===== src/rtl/alpha_pkg.sv =====
package alpha_pkg;
  localparam int LETTERS = 26;
  localparam int IDX_W   = $clog2(LETTERS);
  localparam int SEG_W   = 7;

  typedef struct packed {
    logic step;   // advance by one
    logic load;   // synchronous reload of zero at the top
    logic clear;  // counter reset
  } letter_ctl_t;
endpackage


===== src/rtl/alpha_ctrl.sv =====
module alpha_ctrl
  import alpha_pkg::*;
#(
  parameter int TICK_LIMIT = 7552499
) (
  input  logic        clk,
  input  logic        tickRst,
  input  logic        tickEn,
  input  logic        letterRst,
  input  logic        atTop,
  output letter_ctl_t ctl,
  output logic        tick
);
  localparam int DIV_W = $clog2(TICK_LIMIT + 1);
  localparam logic [DIV_W-1:0] DIV_LAST = DIV_W'(TICK_LIMIT);

  logic [DIV_W-1:0] divCnt;
  logic             atLimit;

  assign atLimit = (divCnt == DIV_LAST);
  assign tick    = tickEn & atLimit;

  always_ff @(posedge clk) begin
    if (tickRst)     divCnt <= '0;
    else if (tickEn) divCnt <= atLimit ? '0 : divCnt + 1'b1;
  end

  always_comb begin
    ctl.clear = letterRst;
    ctl.load  = tick & atTop & ~letterRst;
    ctl.step  = tick & ~atTop & ~letterRst;
  end

  // the tick lasts a single cycle
  p_tick_single_r1: assert property (@(posedge clk) disable iff (tickRst)
    tick |=> !tick);

  // the divider holds while disabled
  p_idle_hold_r2: assert property (@(posedge clk) disable iff (tickRst)
    !tickEn |=> $stable(divCnt));

  // after a tick the divider starts a new period at zero
  p_period_restart_r1: assert property (@(posedge clk) disable iff (tickRst)
    tick |=> divCnt == '0);
endmodule


===== src/rtl/alpha_dp.sv =====
module alpha_dp
  import alpha_pkg::*;
(
  input  logic             clk,
  input  letter_ctl_t      ctl,
  input  logic [IDX_W-1:0] rotIn,
  output logic             atTop,
  output logic [SEG_W-1:0] segOut
);
  localparam logic [IDX_W-1:0] LAST_IDX = IDX_W'(LETTERS - 1);
  localparam logic [IDX_W:0]   WRAP_AT  = (IDX_W+1)'(LETTERS);

  logic [IDX_W-1:0] letterCnt;
  logic [IDX_W-1:0] rotRed;
  logic [IDX_W:0]   rotSum;
  logic [IDX_W-1:0] dispIdx;

  assign atTop = (letterCnt == LAST_IDX);

  always_ff @(posedge clk) begin
    if (ctl.clear)     letterCnt <= '0;
    else if (ctl.load) letterCnt <= '0;
    else if (ctl.step) letterCnt <= letterCnt + 1'b1;
  end

  // one subtraction reduces the offset, since 2*LETTERS exceeds 2**IDX_W
  always_comb begin
    rotRed  = ({1'b0, rotIn} >= WRAP_AT) ? IDX_W'({1'b0, rotIn} - WRAP_AT) : rotIn;
    rotSum  = {1'b0, letterCnt} + {1'b0, rotRed};
    dispIdx = (rotSum >= WRAP_AT) ? IDX_W'(rotSum - WRAP_AT) : rotSum[IDX_W-1:0];
  end

  // active-low glyphs, bit 0 = segment a
  always_comb begin
    case (dispIdx)
      5'd0:  segOut = 7'h08;
      5'd1:  segOut = 7'h03;
      5'd2:  segOut = 7'h46;
      5'd3:  segOut = 7'h21;
      5'd4:  segOut = 7'h06;
      5'd5:  segOut = 7'h0E;
      5'd6:  segOut = 7'h42;
      5'd7:  segOut = 7'h09;
      5'd8:  segOut = 7'h4F;
      5'd9:  segOut = 7'h61;
      5'd10: segOut = 7'h0A;
      5'd11: segOut = 7'h47;
      5'd12: segOut = 7'h6A;
      5'd13: segOut = 7'h2B;
      5'd14: segOut = 7'h40;
      5'd15: segOut = 7'h0C;
      5'd16: segOut = 7'h18;
      5'd17: segOut = 7'h2F;
      5'd18: segOut = 7'h12;
      5'd19: segOut = 7'h07;
      5'd20: segOut = 7'h41;
      5'd21: segOut = 7'h63;
      5'd22: segOut = 7'h55;
      5'd23: segOut = 7'h49;
      5'd24: segOut = 7'h11;
      5'd25: segOut = 7'h24;
      default: segOut = 7'h7F;
    endcase
  end

  // the count stays inside the alphabet
  p_range_r4: assert property (@(posedge clk) disable iff (ctl.clear)
    letterCnt <= LAST_IDX);

  // a step adds exactly one
  p_step_r4: assert property (@(posedge clk) disable iff (ctl.clear)
    ctl.step |=> letterCnt == $past(letterCnt) + 1'b1);

  // without a strobe the count holds
  p_hold_r4: assert property (@(posedge clk) disable iff (ctl.clear)
    (!ctl.step && !ctl.load) |=> $stable(letterCnt));

  // the reload at the top gives zero
  p_wrap_r5: assert property (@(posedge clk) disable iff (ctl.clear)
    ctl.load |=> letterCnt == '0);

  // the rotated index never leaves the table
  p_idx_r7: assert property (@(posedge clk) disable iff (ctl.clear)
    dispIdx <= LAST_IDX);
endmodule


===== src/rtl/alpha_stepper.sv =====
module alpha_stepper
  import alpha_pkg::*;
#(
  parameter int TICK_LIMIT = 7552499
) (
  input  logic       clk,
  input  logic       tickRst,
  input  logic       letterRst,
  input  logic       tickEn,
  input  logic [4:0] rotIn,
  output logic [6:0] segOut,
  output logic       tickDbg
);
  letter_ctl_t ctl;
  logic        atTop;

  alpha_ctrl #(.TICK_LIMIT(TICK_LIMIT)) u_ctrl (
    .clk       (clk),
    .tickRst   (tickRst),
    .tickEn    (tickEn),
    .letterRst (letterRst),
    .atTop     (atTop),
    .ctl       (ctl),
    .tick      (tickDbg)
  );

  alpha_dp u_dp (
    .clk    (clk),
    .ctl    (ctl),
    .rotIn  (rotIn),
    .atTop  (atTop),
    .segOut (segOut)
  );
endmodule


===== config.mk =====
export PLATFORM = sky130hd
export DESIGN_NAME = alpha_stepper
export DESIGN_NICKNAME = d
export VERILOG_FILES = /design/src/rtl/alpha_pkg.sv /design/src/rtl/alpha_ctrl.sv /design/src/rtl/alpha_dp.sv /design/src/rtl/alpha_stepper.sv
export SDC_FILE = /design/constraint.sdc
export NUM_CORES = 1
export LEC_CHECK = 0
export BUFFER_PORTS_ARGS = -buffer_cell sky130_fd_sc_hd__buf_2
export CORE_MARGIN = 10
export CORE_UTILIZATION = 39
export DETAILED_ROUTE_END_ITERATION = 8
export GPL_ROUTABILITY_DRIVEN = 0
export GPL_TIMING_DRIVEN = 0
export MAX_ROUTING_LAYER = met4
export SYNTH_ARGS = -nofsm -noshare
export SYNTH_HDL_FRONTEND = slang
export SYNTH_SLANG_ARGS = --single-unit

===== constraint.sdc =====
create_clock -name clk -period 6.5 [get_ports clk]
set_input_delay 0.975 -clock clk [delete_from_list [all_inputs] [get_ports clk]]
set_output_delay 0.975 -clock clk [all_outputs]
set_load 0.02 [all_outputs]

=== Yosys cells after proc, flatten, opt, wreduce, memory -nomap -nowiden ===
Memories as Yosys holds them, arrays and structs flattened.
Cells that the tools add are included.

* Output and inout bits: 8
* Input bits: 9
* ROM bits: 224
* Register bits: 28
* Memories kept: 1
* Bits in latches: 0
* Logic and storage cells: 23
* RAM bits: 0

* Bitwise operators: 7
* Div/mod/pow operators: 0
* Shifts and indexed selects: 0
* $mul: 0
* Muxes and demuxes: 3
* Add/sub/neg operators: 5
* Reductions and logical operators: 1
* Eq/ne operators: 2
* Order comparisons: 2

{| class="wikitable"
|+ Memory list
! name !! words !! bits a word !! read ports !! clocked after Yosys merged registers in !! wr ports !! line !! source
|-
| (name not given) || 32 || 7 || 1 || 0 || 0 || alpha_dp.sv:35 || <nowiki>case (dispIdx)</nowiki>
|}

{| class="wikitable"
|+ Operators by type and width
! operator !! number
|-
| 23-bit by 1-bit adder with 23-bit output (second input constant) || 1
|-
| 23-bit == test (second input constant) || 1
|-
| 23-bit two-way mux || 1
|-
| 5-bit two-way mux || 2
|-
| 5-bit subtractor (second input constant) || 2
|-
| 5-bit by 5-bit adder with 6-bit output || 1
|-
| 6-bit by 5-bit >= comparator with 1-bit output (second input constant) || 1
|-
| 5-bit by 1-bit adder with 5-bit output (second input constant) || 1
|-
| 1-bit AND || 5
|-
| 5-bit == test (second input constant) || 1
|-
| 5-bit >= comparator (second input constant) || 1
|-
| 1-bit NOT || 2
|-
| 2-bit OR reduction || 1
|}

=== Depth between registers and ports, before layout ===
Gate-level depths: netlist (run 1).
An unclocked memory read counts as a cell.

* Depth in word-level cells: 6
* Mapped depth: 18
* Mapped depth without buffers: 18

=== Cells and area by module ===
A second synthesis (run 1) with hierarchy kept.

* Cells, all modules: 285
* Area total of the unflattened synthesis: 2364.8 um^2

{| class="wikitable"
|+ Modules (own cells, without submodules)
! module !! area an instance (um^2) !! cells an instance !! instances !! sequential area each (um^2)
|-
| alpha_dp || 1226.2 || 152 || 1 || 100.1
|-
| alpha_ctrl || 1138.6 || 133 || 1 || 460.4
|}

=== Least setup slack after synthesis (run 1) ===
No wires, ideal clock.

* Path kind: in2out
* Start point: input rotIn[1]
* End point: output segOut[4]
* Required time: 5525 ps
* Cell stages on the path: 18
* Data arrival time: 4210 ps
* Path buffers: 0
* Slack: 1315 ps
* Path through: inv_1 -> ha_1 -> inv_1 -> nor2_1 -> o21ai_0 -> o31ai_1 -> inv_1 -> fa_1 -> nand2b_1 -> a21oi_2 -> xnor2_1 -> o21ai_1 -> mux2i_4 -> inv_1 -> ha_1 -> nand2_1 -> a21oi_1 -> nor3b_1

* Cells in the longest elaborated chain, start to end: 6
* Elaborated cells on any way between the ends: 8
* Those cells by class: 3 x add/sub; 2 x order compare; 2 x mux; 1 x memory

{| class="wikitable"
|+ RTL lines
! element !! line !! source
|-
| from (decl) || alpha_stepper.sv:10 || <nowiki>input logic [4:0] rotIn,</nowiki>
|-
| 5-bit subtractor / 5-bit >= comparator (equally long branches) || alpha_dp.sv:28 || <nowiki>rotRed = ({1'b0, rotIn} >= WRAP_AT) ? IDX_W'({1'b0, rotIn} - WRAP_AT) : rotIn;</nowiki>
|-
| 5-bit two-way mux (*) || alpha_dp.sv:28 ||
|-
| 5-bit by 5-bit adder with 6-bit output (*) || alpha_dp.sv:29 || <nowiki>rotSum = {1'b0, letterCnt} + {1'b0, rotRed};</nowiki>
|-
| 5-bit subtractor / 6-bit by 5-bit >= comparator with 1-bit output (equally long branches) || alpha_dp.sv:30 || <nowiki>dispIdx = (rotSum >= WRAP_AT) ? IDX_W'(rotSum - WRAP_AT) : rotSum[IDX_W-1:0];</nowiki>
|-
| 5-bit two-way mux (*) || alpha_dp.sv:30 ||
|-
| memory read 32 x 7 bit (*) || n/a ||
|-
| to (decl) || alpha_stepper.sv:11 || <nowiki>output logic [6:0] segOut,</nowiki>
|}

Mark *: on every way between the ends. The rest lies on a longest branch, timed or not.

=== Final worst setup path (run 1) ===
* Start point: input rotIn[1]
* End point: output segOut[5]

Same word-level chain as after synthesis.

==> impl_metrics.ini, run 1 <==
[critical_path]
timing.rr.end = u_ctrl.divCnt[18]
start_kind = input pin
setup.worst_path.class = input pin to output port
cp_max_fo = 9
worstPathArrival_ns = 4.73
reg2reg_depth = 8
rrSetupSlack_ns = 4.20
endpoint_kind = output port
reg2reg_from = u_ctrl.divCnt[14]
required_ns = 5.52

[routing]
post-route-drc-count = 0
wl_um = 4310
drt_pass1_iterations = 4
ant_nets = 0
routed-via-count = 1864
via_per_inst = 5.31
routedWlPerCell_um = 12.3
first_iter_violations = 54

[clock_tree]
cts_tree = yes
cts.sinks = 28
post_cts_buffers = 0
cts_buffers = 3
ctsRootBufferMaster = clkbuf_8
clk_pin_slew_ns = 0.09
cts_resized = 0
htreeDepth = 1
cts_buffer_depth = 2
postCtsHoldBufs = 0
clk_latency_ns = 0.27

[sta]
timing.final.crit_share_pct = 87.7
slew_headroom_pct = 61.7
maxSlewViolCount = 0
setup_violations = 0
tns_ns = 0
worst_pin_slew_ns = 0.573
fin_crit_ns = 5.70
finalHoldViolations = 0
final.setup_skew_ns = 0.00135
max_freq_mhz = 175
grt_setup_unrepaired = false

[power]
power.density_nw_per_um2 = 158
totalPowerFinal_w = 0.000368
ir_drop_mv = 0.112
power_leakage_nw = 0.903

[die]
die_x_um = 93.7
rows = 26
start_util_pct = 40.7
io_pins = 17
die_area_sq_um = 8780
core-area_sq_um = 5200
die_h_um = 93.7

[yosys]
yosys_register_bits = 28
netlist_instances = 262
synth_nets = 291
synth_cell_types = 49
synth_flop_cell = dfxtp_1
seq_area_frac_synth_pct = 26.4
syn_area_sq_um = 2120
async_reset_ff_share_pct = 0
synth-edff-count = 0
yosys_warnings = 0
synth.avg_cell_area_sq_um = 8.09

[grt]
first_global_vias = 1768
overflow = 0
antenna_found_initial = 0
grt_start_max_net_pins = 15
grt_pass1_wl_um = 7660
grtUsageTotal_pct = 10.5

[hold_path]
whs_path_depth = 2
min_to = u_ctrl.divCnt[6]
holdCritStartpoint = u_ctrl.divCnt[6]
hold_path.class = flip-flop to flip-flop

[layout]
drive_above_1_share_pct = 9.61
syn_to_final_growth_pct = 9.86
post-route-cell-area_sq_um = 2330
nNetsFinal = 312
fin_util_pct = 44.7
instances_no_fill = 351
antennaDiodeCount = 0

[placement]
portBuffers = 16
dp.cells = 348
hpwlAfterDp_um = 3290
placed_area_sq_um = 2290

[run]
drv_cap = 0

[status]
status = finished clean
## report_power, final
group / leakage (nW) / total (W) / internal, W / switching [W]
registers: 0.226 / 0.000174 / 0.000173 / 0.00000113
logic: 0.655 / 0.000102 / 0.0000394 / 0.0000628
clock network: 0.0216 / 0.0000921 / 0.0000416 / 0.0000505
total: 0.903 / 0.000368 / 0.000254 / 0.000114
## cells in the final DEF, fill, tap and decap left out, types with 6 or more instances in the layout
cell type | Yosys | layout
o21ai_0 | 9 | 9
nand3_1 | 16 | 16
nand4_1 | 6 | 6
xnor2_1 | 9 | 9
clkbuf_1 | 6 | 6
dfxtp_1 | 28 | 28
buf_2 | 0 | 16
xor2_1 | 17 | 17
nor2_1 | 34 | 34
or3_1 | 9 | 9
a21oi_1 | 16 | 16
ha_1 | 19 | 19
nand2_1 | 20 | 20
inv_1 | 11 | 11
## sequential cells by signal, indices dropped and copies added, names as in the netlist
name and cells:
u_dp.letterCnt 5, u_ctrl.divCnt 23
## synth_stat cells (all sizes together) (3+ instances only)
| library cell | instances | area share [%] |
|---|---|---|
| nor2 | 34 | 6.0 |
| dfxtp | 28 | 26 |
| nand2 | 20 | 3.5 |
| ha | 19 | 11 |
| a21oi | 17 | 4.2 |
| xor2 | 17 | 7.0 |
| nand3 | 16 | 3.8 |
| inv | 11 | 1.9 |
| o21ai | 11 | 2.6 |
| or3 | 9 | 2.7 |
| xnor2 | 9 | 3.7 |
| clkbuf | 6 | 1.1 |
| mux2i | 6 | 3.4 |
| nand4 | 6 | 1.8 |
| and3 | 5 | 1.5 |
| o211ai | 5 | 1.8 |
| a31oi | 4 | 1.5 |
| nor3 | 4 | 1.2 |
| o21a | 3 | 1.1 |
## how the worst max path moves through the flow
stage	startpoint	endpoint	cells after the start
after detailed placement	rotIn[1]	segOut[5]	20
after global routing	rotIn[1]	segOut[2]	20
after global placement	rotIn[1]	segOut[5]	20
after CTS	rotIn[1]	segOut[5]	20
final	rotIn[1]	segOut[5]	20
after floorplan	rotIn[1]	segOut[4]	18
## per-stage QoR
stage                     hold slack [ns]  setup WS (ns)
after CTS                           0.524          0.801
after floorplan                     0.465           1.31
after global routing                0.547          0.432
after detailed placement            0.503          0.821
after global placement              0.490          0.863
final                               0.521          0.799
## routing by layer
layer	global-route usage, %	share of wire, %
met5	-	0
met4	4.30	2.0
met3	1.36	3.2
met2	17.7	46
met1	12.2	49
## layout make-up
cell class	instances	area [sq um]
flip-flops and latches	28	561
well taps	70	87.6
inverters	11	41.3
fillers	539	2880
multi-input cells	216	1490
clock buffers	3	41.3
plain buffers	7	30.0
repair buffers	16	80.1
## kinds of logic (layout without fill, tap and decap cells)
family | count (synthesis) | in the layout | share of synthesized area, %
fa+ha+maj | 20 | 20 | 12.2
mux | 7 | 7 | 3.96
compound gates | 57 | 57 | 18.9
flops | 28 | 28 | 26.4
xor+xnor | 26 | 26 | 10.7
simple gates | 106 | 106 | 24.4
buf+inv | 18 | 37 | 3.36
## worst max-delay path: stages
cell      delay, ns
buf_2          0.12
inv_1          0.07
ha_1           0.21
inv_1          0.07
nor2_1         0.13
o21ai_0        0.09
o31ai_1        0.11
inv_1          0.11
fa_1           0.42
nand2b_1       0.18
a21oi_2        0.18
xnor2_1        0.28
o21ai_1        0.27
mux2i_4        0.42
inv_1          0.17
ha_1           0.25
mux2_2         0.29
a21oi_1        0.15
mux2i_1        0.08
buf_2          0.17
(Power assumes the default switching activity.)
==> inputs of run 2 (changes only) <==
--- a/config.mk
+++ b/config.mk
@@ -12,6 +12,7 @@
 export GPL_ROUTABILITY_DRIVEN = 0
 export GPL_TIMING_DRIVEN = 0
 export MAX_ROUTING_LAYER = met4
+export PLACE_DENSITY = 0.66
 export SYNTH_ARGS = -nofsm -noshare
 export SYNTH_HDL_FRONTEND = slang
 export SYNTH_SLANG_ARGS = --single-unit
==> impl_metrics.ini, run 2 (same netlist as run 1, synthesis figures left out) <==
[status]
status = finished clean

[sta]
tns_ns = 0
grt_setup_unrepaired = false
setup_violations = 0
maxSlewViolCount = 0
final.setup_skew_ns = 0.00624
slew_headroom_pct = 64.0
timing.final.crit_share_pct = 88.1
max_freq_mhz = 175
finalHoldViolations = 0
worst_pin_slew_ns = 0.539
fin_crit_ns = 5.73

[critical_path]
rrSetupSlack_ns = 4.23
endpoint_kind = output port
required_ns = 5.52
cp_max_fo = 9
reg2reg_depth = 8
setup.worst_path.class = input pin to output port
start_kind = input pin
worstPathArrival_ns = 4.75

[clock_tree]
htreeDepth = 1
clk_pin_slew_ns = 0.09
post_cts_buffers = 0
postCtsHoldBufs = 0
cts_tree = yes
clk_latency_ns = 0.27
cts_resized = 0
cts_buffers = 3
cts_buffer_depth = 2
ctsRootBufferMaster = clkbuf_8
cts.sinks = 28

[power]
switching_share_pct = 30.1
combPwrFrac_pct = 26.7
seq_power_share_pct = 45.6
p_switching_w = 0.000115
internal_power_w = 0.000266
totalPowerFinal_w = 0.000381
ir_drop_mv = 0.142
p_clk_share_pct = 27.7
power.density_nw_per_um2 = 163
power_leakage_nw = 0.910

[layout]
fin_util_pct = 45.0
largest_register_ffs = 23
top_register = u_ctrl.divCnt
syn_to_final_growth_pct = 10.5
drive_above_1_share_pct = 9.93
reg_top3 = u_ctrl.divCnt x23, u_dp.letterCnt x5
instances_no_fill = 352
mostFrequentLayoutCells = nor2_1 (34), dfxtp_1 (28), nand2_1 (20)
antennaDiodeCount = 0
nNetsFinal = 312
layout_commonest_cell = nor2_1
fillers = 501

[grt]
grtUsageTotal_pct = 9.95
antenna_found_initial = 0
grt_pass1_wl_um = 7330
overflow = 0
grt_start_max_net_pins = 16
first_global_vias = 1730

[die]
core-area_sq_um = 5200
start_util_pct = 40.7
io_pins = 17
rows = 26
die_h_um = 93.7
die_x_um = 93.7
die_area_sq_um = 8780

[routing]
routedWlPerCell_um = 12.0
post-route-drc-count = 0
ant_nets = 0
wl_um = 4220
routed-via-count = 1893
first_iter_violations = 94
drt_pass1_iterations = 4
via_per_inst = 5.38

[placement]
dp.cells = 348
hpwlAfterDp_um = 3230
portBuffers = 16

[hold_path]
whs_path_depth = 2
hold_path.class = flip-flop to flip-flop

[run]
drv_cap = 0
## run 2: cell count changes in the layout (fill, tap and decap cells not counted)
cell      previous run  this run
clkbuf_8             3         4
## run 2: path summary, 6_finish.rpt
check,start,endpoint
worst max-delay path,rotIn[1],segOut[5]
worst min-delay path,u_ctrl.divCnt[6],u_ctrl.divCnt[6]
worst max register to register,u_ctrl.divCnt[14],u_ctrl.divCnt[11]
worst min register to register,u_ctrl.divCnt[6],u_ctrl.divCnt[6]
## run 2: cell type report
cell class | instances | area [sq um] | share of cell area [%]
timing repair buffer | 16 | 80.1 | 3.42
inverter | 11 | 41.3 | 1.76
multi-input combinational | 216 | 1490 | 63.5
tap | 70 | 87.6 | 3.74
sequential | 28 | 561 | 23.9
clock buffer | 4 | 55.1 | 2.35
buffer | 7 | 30.0 | 1.28
## run 2: worst max-delay path: stages
cell	delay (ns)
buf_2	0.12
inv_1	0.07
ha_1	0.20
inv_1	0.07
nor2_1	0.14
o21ai_0	0.09
o31ai_1	0.11
inv_1	0.11
fa_1	0.44
nand2b_1	0.17
a21oi_2	0.18
xnor2_1	0.29
o21ai_1	0.29
mux2i_4	0.41
inv_1	0.16
ha_1	0.24
mux2_2	0.28
a21oi_1	0.15
mux2i_1	0.08
buf_2	0.17
## run 2: stage by stage
step / hold slack, ns / setup WS (ns) / area, sq um
after global routing: 0.569 / 0.392 / 2340
after global placement: 0.489 / 0.859 / 2290
after detailed placement: 0.502 / 0.819 / 2290
final: 0.518 / 0.772 / 2340
after floorplan: 0.465 / 1.31 / 2120
after CTS: 0.524 / 0.790 / 2340
## run 2: power by group through the flow
stage	Clock, W	Sequential (W)	Combinational [W]
final	0.000106	0.000174	0.000102
after global routing	0.000114	0.000174	0.000112
after CTS	0.000110	0.000174	0.000102
after detailed placement	0	0.000178	0.000101
after global placement	0	0.000178	0.000101
after floorplan	0	0.000178	0.0000767
## run 2: routing by layer
layer / vias to the layer above / share of wire, % / wire (um) / GRT usage (%)
li1: 976 / - / - / -
met1: 868 / 49 / 2050 / 12.0
met2: 43 / 46 / 1930 / 16.1
met3: 6 / 3.9 / 166 / 1.60
met4: 0 / 1.8 / 75 / 4.18
met5: - / 0 / 0 / -
